<file path="src/rtl/dma_blk_pkg.sv">
package dma_blk_pkg;
  typedef enum logic [1:0] {
    ST_IDLE  = 2'd0,
    ST_ARMED = 2'd1,
    ST_REQ   = 2'd2,
    ST_XFER  = 2'd3
  } dma_state_e;

  localparam logic [1:0] SEL_ADDR  = 2'd0;
  localparam logic [1:0] SEL_COUNT = 2'd1;
  localparam logic [1:0] SEL_CTRL  = 2'd2;
  localparam logic [1:0] SEL_NONE  = 2'd3;

  localparam int CTRL_DIR_BIT = 0;
  localparam int CTRL_GO_BIT  = 1;

  localparam int STAT_DIR_BIT  = 0;
  localparam int STAT_IRQ_BIT  = 1;
  localparam int STAT_BUSY_BIT = 2;
  localparam int STAT_W        = 3;
endpackage

</file>
<file path="src/rtl/dma_regs.sv">
module dma_regs #(
  parameter int ADDR_W = 16,
  parameter int CNT_W  = 8
) (
  input  logic              clk,
  input  logic              rst_n,
  input  logic              ld_addr,
  input  logic              ld_cnt,
  input  logic              ld_dir,
  input  logic [ADDR_W-1:0] wdata,
  input  logic              step,
  output logic [ADDR_W-1:0] addr_q,
  output logic [CNT_W-1:0]  cnt_q,
  output logic              dir_q,
  output logic              last_word,
  output logic              cnt_zero
);
  import dma_blk_pkg::*;

  // next address: one word up, wrapping at the top of the space
  function automatic logic [ADDR_W-1:0] addr_next(input logic [ADDR_W-1:0] a);
    return a + ADDR_W'(1);
  endfunction

  // next count: one word fewer
  function automatic logic [CNT_W-1:0] cnt_next(input logic [CNT_W-1:0] c);
    return c - CNT_W'(1);
  endfunction

  always_ff @(posedge clk or negedge rst_n) begin
    if (!rst_n) begin
      addr_q <= '0;
    end else if (step) begin
      addr_q <= addr_next(addr_q);
    end else if (ld_addr) begin
      addr_q <= wdata;
    end
  end

  always_ff @(posedge clk or negedge rst_n) begin
    if (!rst_n) begin
      cnt_q <= '0;
    end else if (step) begin
      cnt_q <= cnt_next(cnt_q);
    end else if (ld_cnt) begin
      cnt_q <= wdata[CNT_W-1:0];
    end
  end

  always_ff @(posedge clk or negedge rst_n) begin
    if (!rst_n) begin
      dir_q <= 1'b0;
    end else if (ld_dir) begin
      dir_q <= wdata[CTRL_DIR_BIT];
    end
  end

  assign last_word = (cnt_q == CNT_W'(1));
  assign cnt_zero  = (cnt_q == '0);
endmodule

</file>
<file path="src/rtl/dma_seq.sv">
module dma_seq (
  input  logic clk,
  input  logic rst_n,
  input  logic go,
  input  logic irq_clr,
  input  logic dev_req,
  input  logic bus_grant,
  input  logic last_word,
  output logic bus_req,
  output logic xfer,
  output logic word_done,
  output logic busy,
  output logic irq
);
  import dma_blk_pkg::*;

  dma_state_e state_q, state_d;
  logic       block_end;

  always_comb begin
    state_d   = state_q;
    block_end = 1'b0;
    unique case (state_q)
      ST_IDLE:  if (go) state_d = ST_ARMED;
      ST_ARMED: if (dev_req) state_d = ST_REQ;
      ST_REQ: begin
        if (!dev_req)       state_d = ST_ARMED;
        else if (bus_grant) state_d = ST_XFER;
      end
      ST_XFER: begin
        if (last_word) begin
          state_d   = ST_IDLE;
          block_end = 1'b1;
        end else if (dev_req && bus_grant) begin
          state_d = ST_XFER;
        end else begin
          state_d = ST_ARMED;
        end
      end
      default: state_d = ST_IDLE;
    endcase
  end

  always_ff @(posedge clk or negedge rst_n) begin
    if (!rst_n) state_q <= ST_IDLE;
    else        state_q <= state_d;
  end

  always_ff @(posedge clk or negedge rst_n) begin
    if (!rst_n)         irq <= 1'b0;
    else if (block_end) irq <= 1'b1;
    else if (irq_clr)   irq <= 1'b0;
  end

  assign xfer      = (state_q == ST_XFER);
  assign bus_req   = (state_q == ST_REQ) || (state_q == ST_XFER);
  assign word_done = xfer;
  assign busy      = (state_q != ST_IDLE);
endmodule

</file>
<file path="src/rtl/dma_rdmux.sv">
module dma_rdmux #(
  parameter int ADDR_W = 16,
  parameter int CNT_W  = 8
) (
  input  logic [1:0]        sel,
  input  logic [ADDR_W-1:0] addr_q,
  input  logic [CNT_W-1:0]  cnt_q,
  input  logic              dir_q,
  input  logic              irq,
  input  logic              busy,
  output logic [ADDR_W-1:0] rdata
);
  import dma_blk_pkg::*;

  logic [STAT_W-1:0] stat;

  always_comb begin
    stat                = '0;
    stat[STAT_DIR_BIT]  = dir_q;
    stat[STAT_IRQ_BIT]  = irq;
    stat[STAT_BUSY_BIT] = busy;
  end

  always_comb begin
    unique case (sel)
      SEL_ADDR:  rdata = addr_q;
      SEL_COUNT: rdata = ADDR_W'(cnt_q);
      SEL_CTRL:  rdata = ADDR_W'(stat);
      default:   rdata = '0;
    endcase
  end
endmodule

</file>
<file path="src/rtl/dma_blk_mover.sv">
module dma_blk_mover #(
  parameter int ADDR_W = 16,
  parameter int CNT_W  = 8
) (
  input  logic              clk,
  input  logic              rst_n,
  input  logic [1:0]        reg_sel,
  input  logic              reg_we,
  input  logic [ADDR_W-1:0] reg_wdata,
  output logic [ADDR_W-1:0] reg_rdata,
  input  logic              dev_req,
  output logic              dev_ack,
  output logic              bus_req,
  input  logic              bus_grant,
  output logic [ADDR_W-1:0] mem_addr,
  output logic              mem_addr_en,
  output logic              mem_rd,
  output logic              mem_wr,
  output logic              irq
);
  import dma_blk_pkg::*;

  localparam bit WIDTHS_OK = (CNT_W <= ADDR_W) && (ADDR_W >= STAT_W);

  logic [ADDR_W-1:0] addr_q;
  logic [CNT_W-1:0]  cnt_q;
  logic              dir_q, last_word, cnt_zero;
  logic              xfer, word_done, busy;
  logic              wr_ok, ld_addr, ld_cnt, ctrl_wr, go, irq_clr;

  // writes are accepted only while idle
  assign wr_ok   = reg_we && !busy && WIDTHS_OK;
  assign ld_addr = wr_ok && (reg_sel == SEL_ADDR);
  assign ld_cnt  = wr_ok && (reg_sel == SEL_COUNT);
  assign ctrl_wr = wr_ok && (reg_sel == SEL_CTRL);
  assign irq_clr = ctrl_wr;
  assign go      = ctrl_wr && reg_wdata[CTRL_GO_BIT] && !cnt_zero;

  dma_regs #(.ADDR_W(ADDR_W), .CNT_W(CNT_W)) u_regs (
    .clk       (clk),
    .rst_n     (rst_n),
    .ld_addr   (ld_addr),
    .ld_cnt    (ld_cnt),
    .ld_dir    (ctrl_wr),
    .wdata     (reg_wdata),
    .step      (word_done),
    .addr_q    (addr_q),
    .cnt_q     (cnt_q),
    .dir_q     (dir_q),
    .last_word (last_word),
    .cnt_zero  (cnt_zero)
  );

  dma_seq u_seq (
    .clk       (clk),
    .rst_n     (rst_n),
    .go        (go),
    .irq_clr   (irq_clr),
    .dev_req   (dev_req),
    .bus_grant (bus_grant),
    .last_word (last_word),
    .bus_req   (bus_req),
    .xfer      (xfer),
    .word_done (word_done),
    .busy      (busy),
    .irq       (irq)
  );

  dma_rdmux #(.ADDR_W(ADDR_W), .CNT_W(CNT_W)) u_rdmux (
    .sel    (reg_sel),
    .addr_q (addr_q),
    .cnt_q  (cnt_q),
    .dir_q  (dir_q),
    .irq    (irq),
    .busy   (busy),
    .rdata  (reg_rdata)
  );

  assign mem_addr_en = xfer;
  assign mem_addr    = xfer ? addr_q : '0;
  assign mem_rd      = xfer && !dir_q;
  assign mem_wr      = xfer && dir_q;
  assign dev_ack     = xfer;
endmodule

</file>
<file path="config.mk">
export PLATFORM = sky130hd
export DESIGN_NAME = dma_blk_mover
export DESIGN_NICKNAME = d
export VERILOG_FILES = /design/src/rtl/dma_blk_pkg.sv /design/src/rtl/dma_regs.sv /design/src/rtl/dma_seq.sv /design/src/rtl/dma_rdmux.sv /design/src/rtl/dma_blk_mover.sv
export SDC_FILE = /design/constraint.sdc
export NUM_CORES = 1
export LEC_CHECK = 0
export ABC_AREA = 1
export BUFFER_PORTS_ARGS = -buffer_cell sky130_fd_sc_hd__buf_2
export CAP_MARGIN = 10
export CELL_PAD_IN_SITES_DETAIL_PLACEMENT = 0
export CELL_PAD_IN_SITES_GLOBAL_PLACEMENT = 1
export CORE_MARGIN = 10
export CORE_UTILIZATION = 32
export DETAILED_ROUTE_END_ITERATION = 8
export PLACE_DENSITY = 0.87
export SYNTH_ARGS = -nofsm -noshare
export SYNTH_HDL_FRONTEND = slang
export SYNTH_SLANG_ARGS = --single-unit
</file>
<file path="constraint.sdc">
create_clock -name clk -period 1.3 [get_ports clk]
set_input_delay 0.26 -clock clk [delete_from_list [all_inputs] [get_ports clk]]
set_output_delay 0.26 -clock clk [all_outputs]
set_load 0.02 [all_outputs]
</file>
## After elaboration in Yosys (flattened, before gate mapping)

Cells that the tools add are included.

| word-level totals | value |
|---|---|
| bits in registers | 28 |
| input port bits | 23 |
| output and inout bits | 38 |

| operators by class | value |
|---|---|
| mux-type cells | 17 |
| reductions and logical operators | 21 |
| add/sub/neg operators | 2 |
| eq/ne operators | 9 |

Operators by type and width:

| operator | number |
|---|---|
| 16-bit 2-to-1 mux | 3 |
| 16-bit case mux with 3 select lines | 1 |
| 16-bit by 1-bit adder with 16-bit output (second input constant) | 1 |
| 8-bit 2-to-1 mux | 2 |
| 2-bit 2-to-1 mux | 6 |
| 1-bit logical AND | 9 |
| 8-bit by 1-bit equality test with 1-bit output (second input constant) | 1 |
| 8-bit zero test | 1 |
| 2-bit case mux with 4 select lines | 1 |
| 2-bit nonzero test | 4 |
| 8-bit by 1-bit subtractor with 8-bit output (second input constant) | 1 |
| 2-bit equality test (second input constant) | 3 |
| 2-bit by 1-bit equality test with 1-bit output (second input constant) | 2 |
| 2-bit zero test | 2 |
| 1-bit 2-to-1 mux | 4 |
| 2-bit inequality test (second input constant) | 2 |
| 1-bit zero test | 3 |
| 3-bit inequality test (second input constant) | 1 |
| 3-bit AND reduction | 1 |
| 1-bit logical OR | 1 |

## Logic depth before layout (Yosys ltp)

| depth | value |
|---|---|
| word-level depth | 8 |
| mapped depth | 9 |

## Modules after synthesis

Synthesis repeated with hierarchy kept, for this count alone.

| unflattened totals | value |
|---|---|
| cells, all modules | 402 |
| area total of the unflattened synthesis | 2414.8 um^2 |

By module, submodules not included:

| module | seq. area each (um^2) | instances | cells each | area each (um^2) |
|---|---|---|---|---|
| dma_regs | 625.6 | 1 | 262 | 1754.2 |
| dma_blk_mover | 0.0 | 1 | 53 | 230.2 |
| dma_seq | 75.1 | 1 | 39 | 217.7 |
| dma_rdmux | 0.0 | 1 | 48 | 212.7 |

## Worst setup path after synthesis

OpenSTA, ideal clock, no wires.

| path | value |
|---|---|
| path type | input-to-output |
| from | input port reg_sel[1] |
| to | output port reg_rdata[4] |
| cell stages on the path | 4 |
| data arrival time | 1178 ps |
| setup slack | -138 ps |
| cells stage by stage | nor2_1 -> inv_1 -> clkbuf_1 -> o22ai_1 |

| between the ends | value |
|---|---|
| word-level cells in the longest chain between the ends | 2 |
| elaborated cells between the ends (all ways) | 4 |
| classes of those cells | eq/ne (2); mux (1); reduce/logical (1) |

Ends and longest elaborated chain:

| element | RTL line | source |
|---|---|---|
| start: declaration | dma_blk_mover.sv:7 | `input logic [1:0] reg_sel,` |
| 2-bit equality test, or another cell as far along | dma_rdmux.sv:25 | `unique case (sel)` |
| 16-bit case mux with 3 select lines (*) | dma_rdmux.sv:25 |  |
| end: declaration | dma_blk_mover.sv:10 | `output logic [ADDR_W-1:0] reg_rdata,` |

Every way passes the cells marked *; elsewhere a longest branch is shown, timed or not.

## Worst setup path in the final report

| path | value |
|---|---|
| from | register u_seq.state_q[1] |
| to | output port reg_rdata[2] |

| between the ends | value |
|---|---|
| word-level cells in the longest chain between the ends | 2 |

Ends and longest elaborated chain:

| element | RTL line | source |
|---|---|---|
| start: declaration | dma_seq.sv:17 | `dma_state_e state_q, state_d;` |
| start signal: assignment | dma_seq.sv:46 | `else state_q <= state_d;` |
| 2-bit nonzero test | dma_seq.sv:58 | `assign busy = (state_q != ST_IDLE);` |
| 16-bit case mux with 3 select lines | dma_rdmux.sv:25 |  |

No other way between the ends.

==> impl_results.md <==
- Status: finished with violations
- Failing checks: negative setup slack
- GRT overflow: 0
- Mapped Area: 2110 sq um
- Filler cells: 522
- Worst Setup Path Type: reg2out
- Startpoint Class: flop
- Clock root cell: clkbuf_8
- PwrDens: 2030 nW/um^2
- Met1 Track Usage GR: between 15 and 20%
- DR vias/cell: 5.10
- Cells after synthesis: 320
- Hold Crit Class: in2reg
- Post-synth top area share: 33.2%
- TritonRoute pass-1 iters: 4
- Starting DRT DRC Count: 216
- Number of synthesized flops with an enable pin: 0
- Worst EP required: ~1.0 ns
- Global placement routability congestion: 0.940
- Yosys Warn Count: 0
- Synth Flop Type: dfrtp_1
- Die Wd: 101 um
- Synthesis-to-finish area growth: 89.9%
- Clock Path Buffers: 2
- Post-Route WL: 8.71 mm
- Slew @ Worst Pin: 0.380 ns
- Final setup vio count: 57
- Post-Layout Cell Count: between 500 and 600
- Post-synth ARST share: 100%
- WHS: 0.197 ns
- DP Cell Count: 498
- Die H: 101 um
- Pins over their slew limit: 0
- Vias in the first global route: 2,607
- Sequential share of the synthesized area: 33.2%
- Met3 GRT Util: 3.27%
- First-pass GRT wire length: 13.0 mm
- DRC violations left: 0
- Maximum vdd drop: between 1000 and 1500 uV
- Pleak: between 1.5 and 2 nW
- CTS H-Tree Depth: 1
- Routed Antenna Nets: 0
- Top Usage Layer GRT: met2
- Number of max-cap violations: 0
- Wire length per cell: 16.1 um
- Clk_lat worst skew: between 0.2 and 0.3 ns
- Met2 usage: approximately a quarter
- Tot Pwr: 0.00812 W
- Final WS setup: -0.264 ns
- Worst relative slew slack: 74.6%
- Rows: 29
- Largest net degree at the start of global routing: 29
- Commonest non-fill, non-tap cell in the layout: buf_4
- Yosys reg bits: 28
- Final core occ: around 63%
- Final hold vios: 0
- Full die area: 10,200 sq um
- Fmax: 639 MHz
- Layout cells sized above 1: 54.0%
- Clock Skew: 0.00594 ns
- GRT Util Overall: 15.6%
- Syn nets: 347
- Starting Density: 33.0%
- CP endpoint kind: output port
- TritonCTS clock tree: done
- Crit share post-route: 120%
- Post-DP HPWL: between 5 and 6 mm
- Final min period: 1.56 ns
- Initial antenna violation count: 0
- Critical path fanouts, max: 3
- Synth area leader: dfrtp_1
- CTS clk-pin slew, worst paths: 0.11 ns
- Clock sink count: 28
- # port buffers: 60
- Number of I/O pins: 61
- Top post-synthesis cells by area: dfrtp_1, nand2_1, nor2_1, inv_1, o21ai_0
- Syn avg cell area: 6.59 sq um
- Total number of vias: 2,764
- Most frequent cells in the layout: buf_4, nand2_1, buf_6
- RSZ-0062 raised after global routing: true
- Total CTS buffers: 3
- ANT cells: 0
- Final Net Count: 493
- Setup TNS Final: -9.78 ns
- Synth cell types: 34
- CP arrival: between 1 and 1.5 ns
- Core Area: 6390 sq um
[report_power, final]
part	internal [W]	switching (W)	leakage, nW
logic	0.00282	0.00307	1.52
clock network	0.000221	0.000307	0.0228
registers	0.00130	0.000401	0.323
total	0.00435	0.00378	1.87
[critical path, stage by stage, from the launching register on]
cell	delay (ns)
dfrtp_2	0.48
nor2_4	0.15
inv_2	0.05
nand2_2	0.08
o221ai_2	0.10
buf_6	0.16
[worst paths after layout]
kind                            slack, ns  cells after the start                 to              start
max in group asynchronous            0.67                      3   u_regs.addr_q[1]              rst_n
worst max-delay path                -0.26                      5       reg_rdata[2]   u_seq.state_q[1]
worst min register to register       0.54                      2  u_regs.addr_q[13]  u_regs.addr_q[13]
worst max register to register      -0.22                      8  u_regs.addr_q[11]   u_seq.state_q[0]
worst min-delay path                 0.20                      3       u_regs.dir_q       reg_wdata[0]
min in group asynchronous            0.45                      3  u_regs.addr_q[14]              rst_n
[sequential cells by signal, indices dropped and copies added, names as in the netlist]
register	count
u_regs.dir_q	1
u_regs.cnt_q	8
u_regs.addr_q	16
u_seq.state_q	2
u_seq.irq	1
[repair_timing]
| item | in CTS | in global routing |
|---|---|---|
| endpoints found under the setup margin | 59 | 65 |
| endpoints found under the hold margin | 28 | 0 |
| gates cloned | 3 | 1 |
| gates resized for setup | 154 | 53 |
| setup buffers | 23 | 12 |
| pin swaps | 20 | 19 |
| hold buffers | 1 | 0 |
[logic make-up (layout without fill, tap and decap cells)]
kind of cell               after synthesis  count (layout)  synth area share (%)
adders and majority gates                4               4                  2.37
xor gates and xnor gates                 1               1                 0.416
buffers and inverters                   57             201                  11.4
AOI/OAI and AO/OA                       59              59                  16.7
and+or+nand+nor                        171             172                  35.9
DFF                                     28              28                  33.2
[through the flow]
stage                     area [sq um]  setup slack (ns)
after floorplan                   2200           -0.0960
after global placement            2950            -0.139
after detailed placement          2950            -0.137
after CTS                         3700            -0.244
after global routing              4000            -0.318
final                             4000            -0.264
[cells in the mapped netlist (all sizes together), types with 5 or more instances]
cell type   n
a31oi       7
o21ai      30
nand3      17
buf         7
nand2      73
nor2       63
inv        46
nor3        6
a21oi       5
nand4      11
dfrtp      28
[layer usage]
metal / part of all wire [%] / up-vias
li1: - / 1350
met3: 7.5 / 19
met1: 43 / 1303
met5: 0 / -
met2: 47 / 92
met4: 2.7 / 0
[final cells by class]
cell class	count	area, sq um	share of cell area [%]
multi-input cells	236	1580	39.5
repair buffers	151	1370	34.2
flip-flops and latches	28	706	17.6
inverters	46	208	5.19
well taps	77	96.3	2.41
clock buffers	4	45.0	1.13
No activity file was read; power rests on OpenSTA's default activity.
